File: config.mk
export PLATFORM = sky130hd
export DESIGN_NAME = volt_text_fmt
export DESIGN_NICKNAME = d
export VERILOG_FILES = /design/src/rtl/volt_fmt_pkg.sv /design/src/rtl/volt_fmt_scale.sv /design/src/rtl/volt_fmt_digits.sv /design/src/rtl/volt_fmt_stream.sv /design/src/rtl/volt_text_fmt.sv
export SDC_FILE = /design/constraint.sdc
export NUM_CORES = 1
export LEC_CHECK = 0
export ABC_AREA = 1
export BUFFER_PORTS_ARGS = -buffer_cell sky130_fd_sc_hd__buf_2
export CORE_UTILIZATION = 50
export CTS_BUF_LIST = sky130_fd_sc_hd__clkbuf_4 sky130_fd_sc_hd__clkbuf_8
export CTS_CLUSTER_DIAMETER = 150
export DETAILED_ROUTE_END_ITERATION = 6
export PLACE_DENSITY = 0.75
export SKIP_CTS_REPAIR_TIMING = 1
export SKIP_LAST_GASP = 1
export SLEW_MARGIN = 20
export SYNTH_ARGS = -nofsm -noshare
export SYNTH_HDL_FRONTEND = slang
export SYNTH_HIERARCHICAL = 1
export SYNTH_SLANG_ARGS = --single-unit
File: constraint.sdc
create_clock -name clk -period 5.3 [get_ports clk]
set_input_delay 1.59 -clock clk [delete_from_list [all_inputs] [get_ports clk]]
set_output_delay 1.59 -clock clk [all_outputs]
set_load 0.01 [all_outputs]
File: src/rtl/volt_fmt_pkg.sv
package volt_fmt_pkg;

  typedef enum logic {
    DG_IDLE = 1'b0,
    DG_RUN  = 1'b1
  } dig_state_e;

  typedef enum logic {
    TX_IDLE = 1'b0,
    TX_SEND = 1'b1
  } tx_state_e;

  localparam logic [7:0] ASC_ZERO  = 8'h30;
  localparam logic [7:0] ASC_MINUS = 8'h2D;
  localparam logic [7:0] ASC_SPACE = 8'h20;
  localparam logic [7:0] ASC_POINT = 8'h2E;
  localparam logic [7:0] ASC_CR    = 8'h0D;
  localparam logic [7:0] ASC_LF    = 8'h0A;
  localparam int         TAIL_LEN  = 8;

  function automatic int pow10(input int n);
    int r;
    r = 1;
    for (int i = 0; i < n; i++) r = r * 10;
    return r;
  endfunction

  // Space, unit word, then line ending.
  function automatic logic [7:0] tail_char(input int k);
    logic [7:0] c;
    case (k)
      0:       c = ASC_SPACE;
      1:       c = 8'h56;
      2:       c = 8'h6F;
      3:       c = 8'h6C;
      4:       c = 8'h74;
      5:       c = 8'h73;
      6:       c = ASC_CR;
      default: c = ASC_LF;
    endcase
    return c;
  endfunction

endpackage

File: src/rtl/volt_fmt_scale.sv
module volt_fmt_scale #(
  parameter int CODE_W    = 8,
  parameter int SPAN_MV   = 10000,
  parameter int OFFSET_MV = 5000,
  parameter int MAG_W     = 14
) (
  input  logic [CODE_W-1:0] code_i,
  output logic              neg_o,
  output logic [MAG_W-1:0]  mag_o
);

  localparam int PROD_W = CODE_W + $clog2(SPAN_MV + 1);

  logic [PROD_W-1:0] prod;
  logic [PROD_W-1:0] scaled;
  logic [PROD_W-1:0] offs;
  logic [PROD_W-1:0] diff;

  always_comb begin
    prod   = PROD_W'(code_i) * PROD_W'(SPAN_MV);
    scaled = prod >> CODE_W;
    offs   = PROD_W'(OFFSET_MV);
    if (scaled < offs) begin
      neg_o = 1'b1;
      diff  = offs - scaled;
    end else begin
      neg_o = 1'b0;
      diff  = scaled - offs;
    end
    mag_o = MAG_W'(diff);
  end

endmodule

File: src/rtl/volt_fmt_digits.sv
module volt_fmt_digits
  import volt_fmt_pkg::*;
#(
  parameter int MAG_W   = 14,
  parameter int NUM_DIG = 4
) (
  input  logic                    clk,
  input  logic                    rst_n,
  input  logic                    load_i,
  input  logic [MAG_W-1:0]        mag_i,
  output logic [NUM_DIG-1:0][3:0] digits_o,
  output logic                    fin_o
);

  localparam int POS_W = (NUM_DIG > 2) ? $clog2(NUM_DIG) : 1;

  dig_state_e               st_q, st_d;
  logic [MAG_W-1:0]         rem_q, rem_d;
  logic [POS_W-1:0]         pos_q, pos_d;
  logic [3:0]               cnt_q, cnt_d;
  logic [NUM_DIG-1:0][3:0]  dig_q, dig_d;
  logic                     fin_q, fin_d;
  logic [MAG_W-1:0]         weight;
  logic                     work_en;

  always_comb begin
    weight  = MAG_W'(pow10(int'(pos_q)));
    st_d    = st_q;
    rem_d   = rem_q;
    pos_d   = pos_q;
    cnt_d   = cnt_q;
    dig_d   = dig_q;
    fin_d   = 1'b0;
    work_en = 1'b0;
    case (st_q)
      DG_IDLE: begin
        if (load_i) begin
          work_en = 1'b1;
          st_d    = DG_RUN;
          rem_d   = mag_i;
          pos_d   = POS_W'(NUM_DIG - 1);
          cnt_d   = 4'd0;
        end
      end
      default: begin
        work_en = 1'b1;
        if (rem_q >= weight) begin
          rem_d = rem_q - weight;
          cnt_d = cnt_q + 4'd1;
        end else begin
          dig_d[pos_q] = cnt_q;
          cnt_d        = 4'd0;
          if (pos_q == POS_W'(1)) begin
            dig_d[0] = 4'(rem_q);
            st_d     = DG_IDLE;
            fin_d    = 1'b1;
          end else begin
            pos_d = pos_q - POS_W'(1);
          end
        end
      end
    endcase
  end

  always_ff @(posedge clk or negedge rst_n) begin
    if (!rst_n) begin
      st_q  <= DG_IDLE;
      rem_q <= '0;
      pos_q <= '0;
      cnt_q <= '0;
      dig_q <= '0;
      fin_q <= 1'b0;
    end else begin
      fin_q <= fin_d;
      if (work_en) begin
        st_q  <= st_d;
        rem_q <= rem_d;
        pos_q <= pos_d;
        cnt_q <= cnt_d;
        dig_q <= dig_d;
      end
    end
  end

  assign digits_o = dig_q;
  assign fin_o    = fin_q;

endmodule

File: src/rtl/volt_fmt_stream.sv
module volt_fmt_stream
  import volt_fmt_pkg::*;
#(
  parameter int NUM_DIG  = 4,
  parameter int FRAC_DIG = 3
) (
  input  logic                    clk,
  input  logic                    rst_n,
  input  logic                    go_i,
  input  logic                    neg_i,
  input  logic [NUM_DIG-1:0][3:0] digits_i,
  input  logic                    ready_i,
  output logic [7:0]              char_o,
  output logic                    valid_o,
  output logic                    done_o
);

  localparam int INT_DIG = NUM_DIG - FRAC_DIG;
  localparam int P_INT0  = 2;
  localparam int P_POINT = P_INT0 + INT_DIG;
  localparam int P_FRAC0 = P_POINT + 1;
  localparam int P_TAIL  = P_FRAC0 + FRAC_DIG;
  localparam int LEN     = P_TAIL + TAIL_LEN;
  localparam int IDX_W   = $clog2(LEN);

  tx_state_e        st_q, st_d;
  logic [IDX_W-1:0] idx_q, idx_d;
  logic             done_q, done_d;
  logic             step_en;
  int               p;

  always_comb begin
    st_d    = st_q;
    idx_d   = idx_q;
    done_d  = 1'b0;
    step_en = 1'b0;
    case (st_q)
      TX_IDLE: begin
        if (go_i) begin
          step_en = 1'b1;
          st_d    = TX_SEND;
          idx_d   = '0;
        end
      end
      default: begin
        if (ready_i) begin
          step_en = 1'b1;
          if (idx_q == IDX_W'(LEN - 1)) begin
            st_d   = TX_IDLE;
            done_d = 1'b1;
          end else begin
            idx_d = idx_q + IDX_W'(1);
          end
        end
      end
    endcase
  end

  always_comb begin
    p = int'(idx_q);
    if (p == 0)
      char_o = neg_i ? ASC_MINUS : ASC_SPACE;
    else if (p < P_INT0)
      char_o = ASC_ZERO;
    else if (p < P_POINT)
      char_o = ASC_ZERO | {4'd0, digits_i[NUM_DIG - 1 - (p - P_INT0)]};
    else if (p == P_POINT)
      char_o = ASC_POINT;
    else if (p < P_TAIL)
      char_o = ASC_ZERO | {4'd0, digits_i[FRAC_DIG - 1 - (p - P_FRAC0)]};
    else
      char_o = tail_char(p - P_TAIL);
  end

  always_ff @(posedge clk or negedge rst_n) begin
    if (!rst_n) begin
      st_q   <= TX_IDLE;
      idx_q  <= '0;
      done_q <= 1'b0;
    end else begin
      done_q <= done_d;
      if (step_en) begin
        st_q  <= st_d;
        idx_q <= idx_d;
      end
    end
  end

  assign valid_o = (st_q == TX_SEND);
  assign done_o  = done_q;

endmodule

File: src/rtl/volt_text_fmt.sv
module volt_text_fmt #(
  parameter int CODE_W      = 8,
  parameter int SPAN_MV     = 10000,
  parameter int OFFSET_MV   = 5000,
  parameter int FRAC_DIG    = 3,
  parameter int SYNC_STAGES = 2
) (
  input  logic              clk,
  input  logic              rst_n,
  input  logic              start,
  input  logic [CODE_W-1:0] code,
  input  logic              out_ready,
  output logic [7:0]        out_char,
  output logic              out_valid,
  output logic              done
);

  localparam int MAG_W   = $clog2(SPAN_MV + 1);
  localparam int NUM_DIG = FRAC_DIG + 1;

  logic [SYNC_STAGES-1:0]  rst_pipe;
  logic                    rst_n_s;
  logic                    busy_q, busy_d;
  logic                    neg_q;
  logic                    accept;
  logic                    neg_w;
  logic [MAG_W-1:0]        mag_w;
  logic [NUM_DIG-1:0][3:0] digits_w;
  logic                    fin_w;

  generate
    for (genvar s = 0; s < SYNC_STAGES; s++) begin : g_rst_sync
      always_ff @(posedge clk or negedge rst_n) begin
        if (!rst_n) rst_pipe[s] <= 1'b0;
        else if (s == 0) rst_pipe[s] <= 1'b1;
        else rst_pipe[s] <= rst_pipe[(s == 0) ? 0 : s - 1];
      end
    end
  endgenerate
  assign rst_n_s = rst_pipe[SYNC_STAGES-1];

  assign accept = start & ~busy_q;

  always_comb begin
    busy_d = busy_q;
    if (accept)    busy_d = 1'b1;
    else if (done) busy_d = 1'b0;
  end

  always_ff @(posedge clk or negedge rst_n_s) begin
    if (!rst_n_s) begin
      busy_q <= 1'b0;
      neg_q  <= 1'b0;
    end else begin
      busy_q <= busy_d;
      if (accept) neg_q <= neg_w;
    end
  end

  volt_fmt_scale #(
    .CODE_W(CODE_W), .SPAN_MV(SPAN_MV), .OFFSET_MV(OFFSET_MV), .MAG_W(MAG_W)
  ) i_scale (
    .code_i(code), .neg_o(neg_w), .mag_o(mag_w)
  );

  volt_fmt_digits #(
    .MAG_W(MAG_W), .NUM_DIG(NUM_DIG)
  ) i_digits (
    .clk(clk), .rst_n(rst_n_s), .load_i(accept), .mag_i(mag_w),
    .digits_o(digits_w), .fin_o(fin_w)
  );

  volt_fmt_stream #(
    .NUM_DIG(NUM_DIG), .FRAC_DIG(FRAC_DIG)
  ) i_stream (
    .clk(clk), .rst_n(rst_n_s), .go_i(fin_w), .neg_i(neg_q),
    .digits_i(digits_w), .ready_i(out_ready),
    .char_o(out_char), .valid_o(out_valid), .done_o(done)
  );

endmodule

* Word level (Yosys, flattened, before mapping) *
Index checks and enable logic that the tools add are counted.
Widths: inputs -> output; s select.

word-level totals
  bits in registers = 48
  input port bits = 12
  output and inout bits = 10
  logic and storage cells = 123

cells by class
  add/sub/neg operators = 11
  $mul = 1
  order comparisons = 12
  equal/unequal tests = 14
  multiplexer cells = 55
  bitwise operators = 3
  reductions and logical operators = 11

operators by type and width
  kind                    number
  $eq 32x3->1 const B     3
  $mux 14                 5
  $eq 32x2->1 const B     2
  $lt 32x4->1 const B     2
  $sub 3x32->32 const A   2
  $mux 4                  14
  $pmux 7 s7              1
  $mux 8                  5
  $eq 32x1->1 const B     1
  $logic_not 32->1        1
  $mux 1                  20
  $mux 10                 2
  $mul 8x10->18 const B   1
  $bmux 4 s2              2
  $bwmux 16               1
  $ge 14x14->1            1
  $lt 14x13->1 const B    1
  $sub 13x14->14 const A  1
  $sub 14x13->14 const B  1
  $sub 14x14->14          1
  $ne 2x2->1 const B      5
  $sub 4x3->5 const B     2
  $add 4x1->4 const B     2
  $demux 4 s2             1
  20 further kinds        30

* Longest topological paths before layout *
  word-level depth = 10
  mapped depth = 28
  mapped depth without buffers = 28

* By module *
Netlist, hierarchy kept.

modules (own cells, without submodules)
  module           times used  cells each  area each (µm²)  seq. area each (µm²)
  volt_fmt_digits  1           371         2570.0           950.9
  volt_fmt_scale   1           304         2040.7           0.0
  volt_fmt_stream  1           163         942.2            150.1
  volt_text_fmt    1           12          132.6            100.1

* Worst setup path after synthesis *
OpenSTA, ideal clock, no wires.

  kind = input to register
  start = input code[5]
  end = register i_digits.rem_q[13]
  library setup time = 0.065 ns
  data arrival time = 5.275 ns
  required time = 5.235 ns
  setup slack = -0.040 ns
  cell stages on the path = 25
  buffers on the path = 1
  cell sequence = fa_1 fa_1 ha_1 inv_1 fa_1 inv_1 ha_1 nand2_1 inv_1 a21oi_1 nand3_1 nand2_2 inv_2 nor2_8 nand2_4 nand2_4 nand2_4 nand2_8 buf_12 nand3_4 nand2_2 inv_1 o21ai_0 nand2_1 nand2_1

on the way
  word-level cells in the longest chain between the ends = 5
  elaborated cells between the ends (all ways) = 7
  those cells by class = 2 x add/sub; 1 x mul; 1 x order compare; 3 x mux

RTL lines
  what                                    line                   RTL
  from (decl)                             volt_text_fmt.sv:11    input logic [CODE_W-1:0] code,
  $mul 8x10->18 *                         volt_fmt_scale.sv:20   prod = PROD_W'(code_i) * PROD_W'(SPAN_MV);
  $sub 14x13->14 (tied with other cells)  volt_fmt_scale.sv:28   diff = scaled - offs;
  $mux 14 *                               volt_fmt_scale.sv:23   if (scaled < offs) begin
  net mag_w[13]                           volt_text_fmt.sv:27    logic [MAG_W-1:0] mag_w;
  $mux 14 *                               volt_fmt_digits.sv:37  if (load_i) begin
  $mux 14 *                               volt_fmt_digits.sv:35  case (st_q)
  to (signal assigned)                    volt_fmt_digits.sv:77  rem_q <= rem_d;
  to (decl)                               volt_fmt_digits.sv:18  logic [MAG_W-1:0] rem_q, rem_d;

Mark *: on every way through the listed nets, which the timed path passes. The rest lies on a longest branch. The select of a mux whose other input is x is not followed.
A chain may end at the register's enable or synchronous reset.

* Worst setup path after layout *
  start = input code[7]
  end = register i_digits.rem_q[5]

Same word-level chain as after synthesis.

==> flow_summary.ini <==
[run_status]
status = completed

[power]
power.density_mw_per_mm2 = 665
p_int_w = 0.00202
p_leak_nw = 3.54
p_comb_share_pct = 76.3
seqPwrFrac_pct = 16.4
net-switching-power_w = 0.00234
swShare_pct = 53.6
peakVddDrop_uv = 317
pwr-share-clk_pct = 7.3

[grt]
grt_antenna_before_repair = 0
grtUsageTotal_pct = 23.5
grt_pass1_vias = 5001
gr-total-overflow = 0
grt_pass1_wl_mm = 22.3
grt_max_degree = 47

[critical_path]
startpoint_type = input port
cp.arrival_ns = 5.33
critPathRequiredTime_ns = 5.51
crit_path_end_kind = flip-flop
worstSetupPathType = in -> reg
crit_fanout = 5

[timing]
fin_crit_sh_pct = 96.6
fin_tns_setup_ns = 0
layout_setup_ws_ns = 0.181
setup_viol_count_final = 0
worst_pin_slew_ns = 0.793
relSlewSlack_pct = 47.1
max_freq_ghz = 0.195
report.final.slew_viol_count = 0
fin_crit_ns = 5.12
hold_viol = 0
finalClockSkew_ns = 0.0218

[logic_synthesis]
synth_edf_count = 0
synth_top_area_share_pct = 21.1
yosysMostFrequentCell = nand2_1
netlist_instances = 850
yosysTopAreaCell = dfrtp_1
synth.avg_cell_area_um2 = 6.69
ys_warn_count = 6
ys_top_cells_by_area = dfrtp_1 21%, nand2_1 17%, ha_1 14%
synth_ff_type = dfrtp_1
yosysUniqueCellTypes = 41
synth-seq-area-share_pct = 21.1
synthArstFlopShare_pct = 100
ys_top_cells_by_count = 265 x nand2_1, 121 x inv_1, 64 x nor2_1, 63 x ha_1, 60 x nand3_1
syn_nets = 938
ys_seq_elements = 48
netlist_area_mm2 = 0.00569

[placement]
place_ws_ns = -0.326
place_hpwl_mm = 10.5
port_buffers = 20
gp_congestion = 0.883

[drt]
post_drt_via_cell_ratio = 5.10
drtAntennaViolNets = 0
drt_wl_total_mm = 13.3
wire_per_inst_um = 12.6
drc = 0
drtIter0Drc = 290
via_count = 5377
dr.pass1.iters = 5

[clock_network]
cts_made_buffers = 5
cts-root-buf = clkbuf_8
cts_tree = built
htree_levels = 2
cts_buffer_depth = 2
clkSinkCount = 48
cts.clk_slew.worst_paths_ns = 0.10
clock_latency_ns = 0.31

[die]
start_util_pct = 52.0
pin_count = 22
rows = 38
dieArea_mm2 = 0.0118
core_mm2 = 0.0109
die_w_um = 109
die_h_um = 109

[cells_and_area]
multiInputGateArea_mm2 = 0.00409
area_delta_synth_final_pct = 15.3
regArea_mm2 = 0.00120
num_antenna_cells = 0
fin_nets = 1001
fill_cells = 1049
drive_gt1_share_pct = 19.1

[worst_hold_path]
hold_path.class = reg -> async

[run]
drv_cap = 0
worst max-delay path, cell delays in order:
cell and delay (ns):
buf_2 0.12, fa_1 0.55, fa_1 0.41, ha_1 0.28, inv_1 0.04, fa_1 0.49, inv_2 0.04, ha_4 0.24
nand2_1 0.07, nand2_1 0.07, a21oi_1 0.17, nand3b_1 0.15, nand2_4 0.11, nand3_4 0.09, inv_4 0.09, nand2_4 0.06
nand2_8 0.12, nand2_8 0.08, buf_4 0.14, nand2_2 0.05, o21ai_2 0.04, nor2_1 0.11, a31oi_1 0.06, nand2_1 0.10
nand2_1 0.05
flip-flops by register name, summed over array words and instances (netlist names), 2 cells and up:
name,count
i_digits/rem_q,14
i_stream/idx_q,4
i_digits/cnt_q,4
i_digits/digits_o,16
i_digits/pos_q,2
path summary, 6_finish.rpt:
path,start,end,slack (ns),cells past startpoint
worst max-delay path,code[7],i_digits/rem_q[5]$_DFFE_PN0P_,0.18,25
worst min-delay path,rst_n_s$_DFF_PN0_,i_digits/cnt_q[3]$_DFFE_PN0N_,0.34,0
worst max register to register,i_digits/pos_q[1]$_DFFE_PN0P_,i_digits/rem_q[2]$_DFFE_PN0P_,2.36,16
worst min register to register,rst_n_s$_DFF_PN0_,i_digits/cnt_q[3]$_DFFE_PN0N_,0.34,0
max in group asynchronous,rst_n,rst_n_s$_DFF_PN0_,4.16,1
min in group clk,rst_pipe[0]$_DFF_PN0_,rst_n_s$_DFF_PN0_,0.36,0
through the flow:
stage	instances	cell area, µm²	hold WS, ns	util [%]	total power [W]
after floorplan	850	5700	0.331	-	0.00307
after global placement	1038	6180	0.334	56.5	0.00377
after detailed placement	1038	6180	0.340	56.5	0.00381
after CTS	1046	6320	0.365	57.8	0.00415
after global routing	1054	6560	0.368	60.0	0.00487
final	1054	6560	0.345	60.0	0.00436
cell usage in the layout, fill, tap and decap left out, types with 3 or more instances in the layout:
cell | synthesis | routed
o22ai_1 | 5 | 5
a21oi_2 | 2 | 4
ha_4 | 0 | 4
xor2_1 | 13 | 13
dfrtp_1 | 48 | 47
inv_2 | 7 | 10
fa_2 | 0 | 3
nor2_4 | 4 | 5
nand3_2 | 6 | 8
nand2_1 | 265 | 257
nand3b_1 | 3 | 3
nand2_4 | 10 | 12
nor3_1 | 5 | 5
clkbuf_8 | 0 | 5
a31oi_1 | 4 | 4
o21ai_1 | 4 | 11
o211ai_1 | 3 | 3
xnor2_1 | 6 | 6
buf_4 | 2 | 45
buf_2 | 3 | 20
ha_1 | 63 | 58
o21ai_0 | 56 | 48
inv_4 | 1 | 4
fa_1 | 13 | 10
nand2_2 | 20 | 26
nor2_1 | 64 | 62
o21ai_2 | 6 | 6
nand3_4 | 1 | 3
nand2_8 | 1 | 3
nor2_2 | 6 | 7
a21oi_1 | 20 | 18
nand4_1 | 12 | 12
nand3_1 | 60 | 56
inv_1 | 121 | 116
power by group through the flow:
stage | Sequential [W] | Clock, W | Combinational, W
finish | 0.000715 | 0.000320 | 0.00333
global route | 0.000744 | 0.000336 | 0.00379
CTS | 0.000715 | 0.000324 | 0.00311
detailed placement | 0.000721 | 0 | 0.00309
global placement | 0.000718 | 0 | 0.00305
floorplan | 0.000624 | 0 | 0.00244
layout make-up:
cell class	count	area share [%]
Tap cell	140	2.67
Timing Repair Buffer	66	6.85
Sequential cell	48	18.4
Clock inverter	3	1.05
Clock buffer	5	1.05
Inverter	131	7.65
Multi-Input combinational cell	661	62.3
routing by layer:
layer / GRT usage (%) / wire, µm / vias to the layer above
li1: - / - / 2827
met3: 2.39 / 416 / 10
met1: 30.9 / 6300 / 2453
met2: 41.3 / 6440 / 87
met5: 0 / 0 / -
met4: 5.98 / 130 / 0
cell families (layout without fill, tap and decap cells):
kind of cell / Yosys count / in the layout / synth area share (%)
simple gates: 461 / 463 / 37.2
fa+ha+maj: 76 / 76 / 18.4
buf+inv: 143 / 205 / 10.4
xor+xnor: 19 / 19 / 2.93
flops: 48 / 48 / 21.1
compound gates: 101 / 101 / 9.79
other cells: 2 / 2 / 0.132
Power figures use the tool's default switching activity.
